## src/rtl/vzt_pkg.sv

```systemverilog
package vzt_pkg;
  localparam logic [16:0] VZT_OPCODE = 17'b01110010100111001;
  localparam logic [4:0]  SUB_MIN    = 5'b00110;
  localparam logic [4:0]  SUB_MAX    = 5'b01111;
  localparam int          NUM_SIZES  = 4;

  typedef enum logic [1:0] {
    K_WHOLE_Z  = 2'd0,
    K_WHOLE_NZ = 2'd1,
    K_ANY_Z    = 2'd2,
    K_ALL_NZ   = 2'd3
  } test_kind_e;
endpackage

```

## src/rtl/vzt_decode.sv

```systemverilog
module vzt_decode
  import vzt_pkg::*;
#(
  parameter int FLAG_W = 3
) (
  input  logic [31:0]       insn_i,
  output logic              match_o,
  output logic              legal_o,
  output test_kind_e        kind_o,
  output logic [1:0]        size_o,
  output logic [4:0]        src_o,
  output logic [FLAG_W-1:0] idx_o
);
  logic [4:0] sub;
  assign sub     = insn_i[14:10];
  assign match_o = (insn_i[31:15] == VZT_OPCODE);
  assign legal_o = (insn_i[4:3] == 2'b00) && (sub >= SUB_MIN) && (sub <= SUB_MAX);
  assign src_o   = insn_i[9:5];
  assign idx_o   = insn_i[FLAG_W-1:0];
  assign size_o  = sub[1:0];

  always_comb begin
    unique case (sub[3:2])
      2'b10:   kind_o = K_ANY_Z;
      2'b11:   kind_o = K_ALL_NZ;
      default: kind_o = sub[0] ? K_WHOLE_NZ : K_WHOLE_Z;
    endcase
  end
endmodule

```

## src/rtl/vzt_lane_zero.sv

```systemverilog
module vzt_lane_zero
  import vzt_pkg::*;
#(
  parameter int VLEN = 128
) (
  input  logic [VLEN-1:0]      data_i,
  output logic [NUM_SIZES-1:0] any_zero_o,
  output logic                 all_zero_o
);
  assign all_zero_o = ~|data_i;

  for (genvar s = 0; s < NUM_SIZES; s++) begin : g_size
    localparam int LW = 8 << s;
    localparam int NL = VLEN / LW;
    logic [NL-1:0] lane_z;
    for (genvar l = 0; l < NL; l++) begin : g_lane
      assign lane_z[l] = ~|data_i[l*LW +: LW];
    end
    assign any_zero_o[s] = |lane_z;
  end
endmodule

```

## src/rtl/vzt_flag_bank.sv

```systemverilog
module vzt_flag_bank #(
  parameter int NFLAG  = 8,
  parameter int FLAG_W = $clog2(NFLAG)
) (
  input  logic              clk_i,
  input  logic              rst_ni,
  input  logic              we_i,
  input  logic [FLAG_W-1:0] idx_i,
  input  logic              bit_i,
  output logic [NFLAG-1:0]  flags_o
);
  logic [NFLAG-1:0] flags_q;

  always_ff @(posedge clk_i or negedge rst_ni) begin
    if (!rst_ni)   flags_q <= '0;
    else if (we_i) flags_q[idx_i] <= bit_i;
  end

  assign flags_o = flags_q;

  assert_single_flag_R6: assert property (@(posedge clk_i) disable iff (!rst_ni)
    $countones(flags_q ^ $past(flags_q)) <= 1);

  assert_idle_hold_R6: assert property (@(posedge clk_i) disable iff (!rst_ni)
    !we_i |=> $stable(flags_q));
endmodule

```

## src/rtl/vzt_unit.sv

```systemverilog
module vzt_unit
  import vzt_pkg::*;
#(
  parameter int VLEN  = 128,
  parameter int NFLAG = 8
) (
  input  logic             clk_i,
  input  logic             rst_ni,
  input  logic             valid_i,
  input  logic [31:0]      insn_i,
  input  logic             simd_en_i,
  output logic [4:0]       src_idx_o,
  input  logic [VLEN-1:0]  src_data_i,
  output logic [NFLAG-1:0] flags_o,
  output logic             illegal_o,
  output logic             simd_off_o
);
  localparam int FLAG_W = $clog2(NFLAG);

  logic              match, legal;
  test_kind_e        kind;
  logic [1:0]        size;
  logic [FLAG_W-1:0] idx;
  logic [NUM_SIZES-1:0] any_zero;
  logic              all_zero, result, we;
  logic              illegal_q, off_q;

  vzt_decode #(.FLAG_W(FLAG_W)) u_dec (
    .insn_i (insn_i),
    .match_o(match),
    .legal_o(legal),
    .kind_o (kind),
    .size_o (size),
    .src_o  (src_idx_o),
    .idx_o  (idx)
  );

  vzt_lane_zero #(.VLEN(VLEN)) u_lz (
    .data_i    (src_data_i),
    .any_zero_o(any_zero),
    .all_zero_o(all_zero)
  );

  always_comb begin
    unique case (kind)
      K_WHOLE_Z:  result = all_zero;
      K_WHOLE_NZ: result = ~all_zero;
      K_ANY_Z:    result = any_zero[size];
      default:    result = ~any_zero[size];
    endcase
  end

  assign we = valid_i && match && legal && simd_en_i;

  vzt_flag_bank #(.NFLAG(NFLAG), .FLAG_W(FLAG_W)) u_bank (
    .clk_i  (clk_i),
    .rst_ni (rst_ni),
    .we_i   (we),
    .idx_i  (idx),
    .bit_i  (result),
    .flags_o(flags_o)
  );

  // illegal wins over extension-off
  always_ff @(posedge clk_i or negedge rst_ni) begin
    if (!rst_ni) begin
      illegal_q <= 1'b0;
      off_q     <= 1'b0;
    end else begin
      illegal_q <= valid_i && match && !legal;
      off_q     <= valid_i && match && legal && !simd_en_i;
    end
  end

  assign illegal_o  = illegal_q;
  assign simd_off_o = off_q;

  assert_excl_pulse_R9: assert property (@(posedge clk_i) disable iff (!rst_ni)
    $onehot0({illegal_o, simd_off_o}));

  assert_illegal_nowrite_R8: assert property (@(posedge clk_i) disable iff (!rst_ni)
    illegal_o |-> flags_o == $past(flags_o));

  assert_off_nowrite_R9: assert property (@(posedge clk_i) disable iff (!rst_ni)
    simd_off_o |-> flags_o == $past(flags_o));

  assert_foreign_quiet_R1: assert property (@(posedge clk_i) disable iff (!rst_ni)
    (valid_i && insn_i[31:15] != VZT_OPCODE) |=> (!illegal_o && !simd_off_o && $stable(flags_o)));

  assert_whole_zero_R2: assert property (@(posedge clk_i) disable iff (!rst_ni)
    (valid_i && simd_en_i && insn_i[31:15] == VZT_OPCODE && insn_i[14:10] == 5'b00110 &&
     insn_i[4:3] == 2'b00 && src_data_i == '0) |=> flags_o[$past(insn_i[FLAG_W-1:0])]);
endmodule

```

## config.mk

```make
export PLATFORM = sky130hd
export DESIGN_NAME = vzt_unit
export DESIGN_NICKNAME = d
export VERILOG_FILES = /design/src/rtl/vzt_pkg.sv /design/src/rtl/vzt_decode.sv /design/src/rtl/vzt_lane_zero.sv /design/src/rtl/vzt_flag_bank.sv /design/src/rtl/vzt_unit.sv
export SDC_FILE = /design/constraint.sdc
export NUM_CORES = 1
export LEC_CHECK = 0
export BUFFER_PORTS_ARGS = -buffer_cell sky130_fd_sc_hd__buf_2
export CORE_ASPECT_RATIO = 1.1
export CORE_MARGIN = 4
export CORE_UTILIZATION = 31
export DETAILED_ROUTE_END_ITERATION = 6
export GPL_ROUTABILITY_DRIVEN = 0
export GPL_TIMING_DRIVEN = 0
export PLACE_DENSITY = 0.92
export SKIP_CTS_REPAIR_TIMING = 1
export SLEW_MARGIN = 5
export SYNTH_ARGS = -nofsm -noshare
export SYNTH_HDL_FRONTEND = slang
export SYNTH_SLANG_ARGS = --single-unit
```

## constraint.sdc

```tcl
create_clock -name clk_i -period 0.8 [get_ports clk_i]
set_input_delay 0.04 -clock clk_i [delete_from_list [all_inputs] [get_ports clk_i]]
set_output_delay 0.04 -clock clk_i [all_outputs]
set_load 0.005 [all_outputs]
```

==> results of run 1 <==
## stage by stage
stage / util [%] / power, uW / instances / hold WS [ns]
CTS: 60.5 / 1880 / 377 / -0.344
global route: 68.6 / 2150 / 387 / 0.0849
finish: 68.6 / 2030 / 387 / 0.0734
detailed placement: 59.2 / 1240 / 373 / -0.0887
global placement: 59.2 / 1220 / 373 / -0.0914
floorplan: - / 707 / 150 / -0.256
## routing by layer
layer  share of wire (%)  track usage, %
met3                 7.8            3.56
met2                  56            41.9
met4                 3.6            4.60
met1                  33            21.1
met5                   0               0
## final cells by class
cell class | instances | area (sq um) | share of cell area (%)
multi-input cells | 130 | 1290 | 46.8
repair buffers | 181 | 1030 | 37.2
flip-flops and latches | 10 | 250 | 9.07
well taps | 52 | 65.1 | 2.36
plain buffers | 7 | 58.8 | 2.13
clock buffers | 4 | 55.1 | 2.00
inverters | 3 | 11.3 | 0.408
## state kept, by name, summed over array words and instances (netlist names)
| register | count |
|---|---|
| simd_off_o | 1 |
| u_bank.flags_o | 8 |
| illegal_o | 1 |
## cells in the final DEF (no fill, tap or decap), types with 6 or more instances in the layout
cell type / instances
buf_6: 15
nand4_1: 8
buf_2: 157
nand2_1: 21
nor4_4: 25
a21oi_1: 15
dfrtp_1: 10
nand4_2: 6
buf_4: 13
nor3_1: 7
nor4_2: 10
## final timing paths
kind / slack (ns) / depth (start not counted) / endpoint
worst max-delay path: -0.93 / 9 / u_bank.flags_o[1]
worst min-delay path: 0.07 / 4 / simd_off_o
worst max register to register: 0.02 / 2 / u_bank.flags_o[2]
worst min register to register: 0.52 / 2 / u_bank.flags_o[6]
max in group asynchronous: 0.42 / 2 / u_bank.flags_o[4]
min in group asynchronous: 0.18 / 2 / u_bank.flags_o[3]
## cells by family (layout without fill, tap and decap cells)
group | count (synthesis) | after routing | synth area share (%)
AO/OA/AOI/OAI | 26 | 26 | 13.3
AND/OR/NAND/NOR | 103 | 103 | 61.5
flip-flops | 10 | 10 | 19.1
buffers and inverters | 10 | 195 | 5.34
multiplexers | 1 | 1 | 0.763
## power by group through the flow
stage                     logic [uW]  registers (uW)  clock network (uW)
after floorplan                  192             515                   0
after detailed placement         726             515                   0
final                            889             507                 631
after CTS                        728             507                 644
after global placement           701             515                   0
after global routing             956             506                 690
## worst max-delay path: stages
cell	delay, ns
buf_2	0.11
nor4_4	0.31
nand4_2	0.20
nor4_4	0.39
o32ai_2	0.15
mux2i_2	0.18
a211oi_4	0.22
buf_6	0.17
a21oi_1	0.07
==> impl_metrics.toml, run 1 <==
[place]
placed_cell_area_sq_mm = 0.00238
io_buffers = 171
hpwl_microns = 5230
dpl_worst_slack_ns = -1.39

[sta]
period_share_pct = 217
finalHoldViolations = 0
clock_skew_ns = 0
timing.final.ws_setup_ns = -0.934
slew_headroom_pct = 67.2
fin_crit_ns = 1.73
worst_slew_pin_slew_ns = 0.487
max_freq_ghz = 0.577
setup_viol = 10
maxSlewViolCount = 0
setup_tns_ns = -7.69
rsz0062_at_grt = "true"

[setup_path]
r2r_start = "u_bank.flags_o[2]"
cp-start-kind = "input port"
worstSetupPathType = "input port to flip-flop"
worst_ep_arrival_time_ns = 1.84
critPathCaptureType = "flip-flop"
startpoint = "src_data_i[1]"
required_ns = 0.91
cp_max_fo = 8

[min_path]
min_path_type = "input port to flip-flop"
min-delay-start = "insn_i[4]"

[die]
fp.coreArea_sq_mm = 0.00402
rows = 24
initial_utilization_pct = 32.6
io_pins = 179
die_w_microns = 70.0
die_y_microns = 76.2
dieArea_sq_mm = 0.00534

[power]
seqPwrFrac_pct = 25.0
leakagePower_uw = 0.00132
clkPwrFrac_pct = 31.1
power_density_mw_per_mm2 = 735
intPower_uw = 1410
switching_share_pct = 30.3
p_sw_uw = 615
max-vdd-ir-drop_mv = 1.32
combPwrFrac_pct = 43.9

[global_routing]
grt_pass1_vias = 2080
antenna_found_initial = 0
grt-ovfl-total = 0
grt_pass1_wl_microns = 9100
grt_max_degree = 11
grtUsageTotal_pct = 20.5

[logic_synthesis]
syn_avg_cell_area_sq_um = 8.74
ys_seq_elements = 10
syn-instance-count = 150
synth_area_leaders = "nor4_2 21%, dfrtp_1 19%, nor4_1 7.2%, a21oi_1 6.1%, nand2_1 6.0%"
synth_top_area_cell = "nor4_2"
synth_edf_count = 0
synth_common_cells = "22 x nor4_2, 21 x nand2_1, 16 x a21oi_1, 15 x nor4_1, 10 x dfrtp_1"
yosys_warnings = 0
yosysTopAreaCellShare_pct = 21.0
syn_nets = 314
syn-cell-area_sq_mm = 0.00131
ys.flop_type = "dfrtp_1"
synthArstFlopShare_pct = 100
synth.distinct_cells = 32
synth.most_common_cell = "nor4_2"
synth_seq_area_share_pct = 19.1

[detailed_routing]
totalWireLength_microns = 6650
drt_iter0_drc = 49
wire_per_inst_microns = 17.2
viasPerCell = 5.32
ant_nets = 0
vias = 2060
drc_errors = 0
firstDrtPassIters = 4

[clock_tree]
clk_latency_ns = 0.23
clk_pin_slew_worst_paths_ns = 0.05
htree_levels = 1
cts_sinks = 10
clockBufferDepth = 2
cts-buffers-inserted = 3
cts-root-buf = "clkbuf_8"
cts_tree = "yes"

[cells_and_area]
drive_gt1_share_pct = 72.8
final_area_sq_mm = 0.00276
nets = 500
antenna_cells = 0
fill_cells = 330
syn_to_final_growth_pct = 110

[run_status]
violations = "negative setup slack"
status = "finished, violations left"

[job]
cap_viol_max_count = 0
Note: power is estimated with default switching activity, not from simulation.
==> run 2: changes to the inputs <==
--- a/config.mk
+++ b/config.mk
@@ -15,2 +15,3 @@
 export PLACE_DENSITY = 0.92
+export REMOVE_ABC_BUFFERS = 1
 export SKIP_CTS_REPAIR_TIMING = 1
==> constraint.sdc (replaced) <==
create_clock -name clk_i -period 0.8 [get_ports clk_i]
set_input_delay 0.12 -clock clk_i [delete_from_list [all_inputs] [get_ports clk_i]]
set_output_delay 0.12 -clock clk_i [all_outputs]
set_load 0.005 [all_outputs]
==> run 2 against run 1 <==
The run still ends with negative setup slack left. Maximum frequency down 7.5%. Critical path depth up 1. Largest power group unchanged. Wire length up 6.5%. Final area down 6.2%. Worst setup slack worse by 0.14 ns. Flip-flop and latch count unchanged. Global-route usage up 2.5 points. Critical path type unchanged. Clock-buffer cell count unchanged. Power down 5.1%. Worst hold slack better by 0.0021 ns.
==> impl_metrics.toml, run 2 (synthesis results as in run 1) <==
[place]
placed_cell_area_sq_mm = 0.00216
io_buffers = 168
dpl_worst_slack_ns = -1.47
hpwl_microns = 5800

[power]
max-vdd-ir-drop_mv = 0.835
power_density_mw_per_mm2 = 743
leakagePower_uw = 0.00125
total_power_uw = 1920

[run_status]
status = "finished, violations left"
violations = "negative setup slack"

[min_path]
min-delay-start = "simd_en_i"
whs_endpoint = "simd_off_o"
min_path_type = "input port to flip-flop"
worstHoldPathCells = 2

[job]
cap_viol_max_count = 0

[sta]
period_share_pct = 234
finalHoldViolations = 0
setup_viol = 20
clock_skew_ns = 0
timing.final.ws_setup_ns = -1.07
max_freq_ghz = 0.534
fin_crit_ns = 1.87
slew_headroom_pct = 59.9
rsz0062_at_grt = "true"
holdWs_ns = 0.0755
worst_slew_pin_slew_ns = 0.596
maxSlewViolCount = 0

[cells_and_area]
largest_reg_flops = 8
antenna_cells = 0
nets = 492
fill_cells = 361
drive_gt1_share_pct = 71.9
final_common_cell = "buf_2"
final_area_sq_mm = 0.00259
layout_common_cells = "161 x buf_2, 21 x nand2_1, 20 x nor4_4, 15 x a21oi_1, 13 x nor4_2"
syn_to_final_growth_pct = 97.4

[detailed_routing]
vias = 2052
wire_per_inst_microns = 18.7
totalWireLength_microns = 7080
ant_nets = 0
viasPerCell = 5.41
drt_iter0_drc = 56
drc_errors = 0
firstDrtPassIters = 6

[die]
fp.coreArea_sq_mm = 0.00402
die_y_microns = 76.2
die_w_microns = 70.0
initial_utilization_pct = 32.6
io_pins = 179
dieArea_sq_mm = 0.00534
rows = 24

[setup_path]
required_ns = 0.91
worstRegToRegCells = 3
cp-start-kind = "input port"
crit_top_cell = "nor4_4"
r2r-end = "u_bank.flags_o[7]"
critPathCaptureType = "flip-flop"
path_cells = "buf_2 -> nor4_4 -> nand4_1 -> buf_4 -> nor4_4 -> o32ai_2 -> mux2i_2 -> a211oi_4 -> buf_6 -> a21oi_1"
cp_max_fo = 8
r2r_start = "u_bank.flags_o[7]"
worst_ep_arrival_time_ns = 1.99
crit_path_top_delay_cell = "nor4_4"
worstSetupPathType = "input port to flip-flop"
worst-r2r-setup-slack_ns = 0
cp_slowest_stage_delay_ns = 0.36

[global_routing]
grt_pass1_vias = 2113
grtUsageTotal_pct = 23.0
antenna_found_initial = 1
grt-ovfl-total = 0
grt_max_degree = 11
grt_pass1_wl_microns = 9880

[clock_tree]
cts_tree = "yes"
clk_pin_slew_worst_paths_ns = 0.05
cts-buffers-inserted = 3
clockBufferDepth = 2
cts_sinks = 10
cts-root-buf = "clkbuf_8"
htree_levels = 1
clk_latency_ns = 0.24
[run 2: cell count changes in the layout (fill, tap and decap cells not counted), sizes merged]
| cell | delta |
|---|---|
| buf | -6 |
| dlygate4sd3 | -1 |
| clkbuf | -1 |
[run 2: where the power goes]
| group | total [uW] | internal [uW] | switching, uW | leakage [uW] |
|---|---|---|---|---|
| combinational | 781 | 409 | 371 | 0.00109 |
| clock | 637 | 433 | 203 | 0.0000288 |
| sequential | 507 | 507 | 0.000579 | 0.000140 |
[run 2: final cells by class]
cell class,count,area (sq um),share of cell area [%]
timing repair buffer,180,981,37.9
clock buffer,4,55.1,2.13
inverter,3,11.3,0.435
tap,52,65.1,2.51
multi-input combinational,130,1230,47.4
sequential,10,250,9.67
[run 2: worst max-delay path, delay by kind of cell]
kind | cells | cell delay (ns)
AOI/OAI and AO/OA | 3 | 0.44
buffers and inverters | 3 | 0.44
and+or+nand+nor | 3 | 0.78
muxes | 1 | 0.19
[run 2: stage by stage]
step / util, % / std cells / TNS (ns)
after floorplan: - / 143 / -8.81
after CTS: 55.0 / 367 / -10.84
after detailed placement: 53.6 / 363 / -12.71
after global routing: 64.3 / 379 / -10.62
final: 64.3 / 379 / -9.58
after global placement: 53.6 / 363 / -12.44
[run 2: per-layer routing]
metal	vias to the layer above	part of all wire, %	global-route usage (%)
met2	128	55	44.0
li1	965	-	-
met4	2	3.7	7.28
met5	-	0.25	0
met1	933	28	20.0
met3	24	13	12.5
[run 2: how the worst max path moves through the flow]
| stage | startpoint | endpoint | slack (ns) | cells past startpoint |
|---|---|---|---|---|
| 6_report | src_data_i[45] | u_bank.flags_o[1] | -1.07 | 10 |
| 5_1_grt | src_data_i[41] | u_bank.flags_o[0] | -1.17 | 10 |
| 4_1_cts | src_data_i[89] | u_bank.flags_o[1] | -1.22 | 8 |
| 3_5_place_dp | src_data_i[89] | u_bank.flags_o[0] | -1.47 | 8 |
| 3_3_place_gp | src_data_i[89] | u_bank.flags_o[0] | -1.45 | 8 |
| 2_1_floorplan | src_data_i[9] | u_bank.flags_o[0] | -1.01 | 7 |
==> run 3: changes to the inputs <==
- ABC_AREA: unset -> 1
- CORE_UTILIZATION: 31 -> 33
- PLACE_DENSITY: 0.92 -> 0.94
==> run 3 against run 2 <==
Synthesized cell count is 71% higher. The flow still finishes with violations (negative setup slack). Maximum frequency is 36% higher. Cell count is 28% higher. Worst setup slack better by 0.49 ns. Sequential power hardly changed. Sequential share of layout area is 0.91 points lower. Critical path depth is 2 higher. Clock skew stayed put. Register-to-register slack better by 0.04 ns. Clock-buffer cell count stayed put.
==> impl_metrics.toml, run 3 <==
[run_status]
status = "finished, violations left"
violations = "negative setup slack"

[logic_synthesis]
synth_seq_area_share_pct = 17.8
synthArstFlopShare_pct = 100
synth.most_common_cell = "nor2_1"
ys.flop_type = "dfrtp_1"
synth_area_leaders = "nor2_1 25%, nand2_1 18%, dfrtp_1 18%, nor2_2 5.3%, inv_1 4.8%"
ys_seq_elements = 10
syn_avg_cell_area_sq_um = 5.49
synth.distinct_cells = 25
synth_common_cells = "92 x nor2_1, 69 x nand2_1, 18 x inv_1, 12 x nor2_2, 11 x nor3_1"
syn-instance-count = 256
yosysTopAreaCellShare_pct = 24.6
synth_edf_count = 0
synth_top_area_cell = "nor2_1"
syn-cell-area_sq_mm = 0.00141
yosys_warnings = 0

[clock_tree]
cts-buffers-inserted = 3
clockBufferDepth = 2
cts-root-buf = "clkbuf_8"
cts_tree = "yes"
htree_levels = 1
clk_pin_slew_worst_paths_ns = 0.05
clk_latency_ns = 0.24
cts_sinks = 10

[die]
initial_utilization_pct = 34.7
die_y_microns = 76.5
fp.coreArea_sq_mm = 0.00405
rows = 24
die_w_microns = 70.2
dieArea_sq_mm = 0.00537
io_pins = 179

[cells_and_area]
largest_reg_flops = 8
final_common_cell = "buf_2"
nets = 598
regArea_sq_um = 250
multi_input_area_sq_mm = 0.00132
layout_common_cells = "143 x buf_2, 58 x nand2_1, 48 x nor2_1, 41 x nor2_2, 23 x buf_6"
drive_gt1_share_pct = 63.3
fill_cells = 310
antenna_cells = 0
final_core_util_pct = 70.5
syn_to_final_growth_pct = 103

[global_routing]
grt_pass1_wl_microns = 8420
grt-ovfl-total = 0
grtUsageTotal_pct = 18.8
grt_max_degree = 15
antenna_found_initial = 0
grt_pass1_vias = 2107

[setup_path]
cp-start-kind = "input port"
critPathCaptureType = "flip-flop"
worstSetupPathType = "input port to flip-flop"
required_ns = 0.92
cp_max_fo = 8
worst_ep_arrival_time_ns = 1.50

[sta]
maxSlewViolCount = 0
worst_slew_pin_slew_ns = 0.346
slew_headroom_pct = 76.8
timing.final.ws_setup_ns = -0.579
finalHoldViolations = 0
setup_viol = 19
clock_skew_ns = 0
max_freq_ghz = 0.725
fin_crit_ns = 1.38
period_share_pct = 172
rsz0062_at_grt = "true"

[power]
leakagePower_uw = 0.00148
total_power_uw = 2010
max-vdd-ir-drop_mv = 0.671
power_density_mw_per_mm2 = 703

[detailed_routing]
drc_errors = 0
ant_nets = 0
drt_iter0_drc = 57
totalWireLength_microns = 6780
vias = 2300
firstDrtPassIters = 4
wire_per_inst_microns = 14.0
viasPerCell = 4.74

[min_path]
min_path_type = "input port to flip-flop"

[place]
hpwl_microns = 4790
io_buffers = 168

[job]
cap_viol_max_count = 0
[run 3: cell types whose count changed after synthesis, sizes merged, moves of 3 or more]
cell | previous run | this run
nand4 | 14 | 4
inv | 3 | 18
nor4 | 40 | 2
nand2 | 21 | 76
nor2 | 5 | 106
o31ai | 0 | 7
a21oi | 17 | 1
nor3 | 9 | 12
nand3 | 6 | 9
[run 3: layer usage]
metal  part of all wire [%]  up-vias  track usage, %
li1                       -     1147               -
met1                     33     1013            19.4
met2                     56      122            34.6
met3                    8.9       18            7.12
met4                    2.5        0            5.17
met5                      0        -               0
[run 3: logic make-up after synthesis]
group | count (synthesis) | share of synthesized area (%)
simple gates | 212 | 69.1
flops | 10 | 17.8
buf+inv | 25 | 8.63
compound gates | 9 | 4.45
[run 3: stage by stage]
step	instances	worst slack (ns)	hold slack (ns)	cell area [sq um]	setup TNS, ns
2_1_floorplan	249	-0.457	-0.176	1350	-3.65
3_3_place_gp	469	-0.808	-0.0139	2260	-6.78
3_5_place_dp	469	-0.866	-0.00603	2260	-7.20
4_1_cts	473	-0.620	-0.260	2310	-5.57
5_1_grt	485	-0.677	0.140	2860	-6.12
6_report	485	-0.579	0.145	2860	-5.11
[run 3: critical path, stage by stage]
cell	delay, ns
buf_2	0.10
nor2_2	0.12
nand2_1	0.10
nor2_2	0.16
nand2_2	0.10
nor2_4	0.13
nand2_2	0.09
nor2_4	0.10
nand3b_4	0.14
nand4_4	0.17
nand2_1	0.11
nand2_1	0.06
[run 3: final timing paths]
path,startpoint,to,slack [ns],depth (start not counted)
max,src_data_i[81],u_bank.flags_o[6],-0.58,12
min,simd_en_i,simd_off_o,0.14,2
max reg2reg,u_bank.flags_o[7],u_bank.flags_o[7],0.04,3
min reg2reg,u_bank.flags_o[1],u_bank.flags_o[1],0.53,2
max in group asynchronous,rst_ni,illegal_o,0.33,2
min in group asynchronous,rst_ni,u_bank.flags_o[0],0.28,2
[run 3: power breakdown]
part	internal, uW	total, uW	leakage, uW	switching (uW)
Clock	433	632	0.0000288	199
Combinational	484	869	0.00132	385
Sequential	507	507	0.000140	0.000310
Total	1420	2010	0.00148	584
[run 3: layout make-up]
| class | instances | share of cell area, % |
|---|---|---|
| well taps | 52 | 2.28 |
| clock buffers | 4 | 1.93 |
| inverters | 18 | 2.36 |
| flip-flops and latches | 10 | 8.76 |
| repair buffers | 180 | 38.4 |
| multi-input cells | 221 | 46.3 |
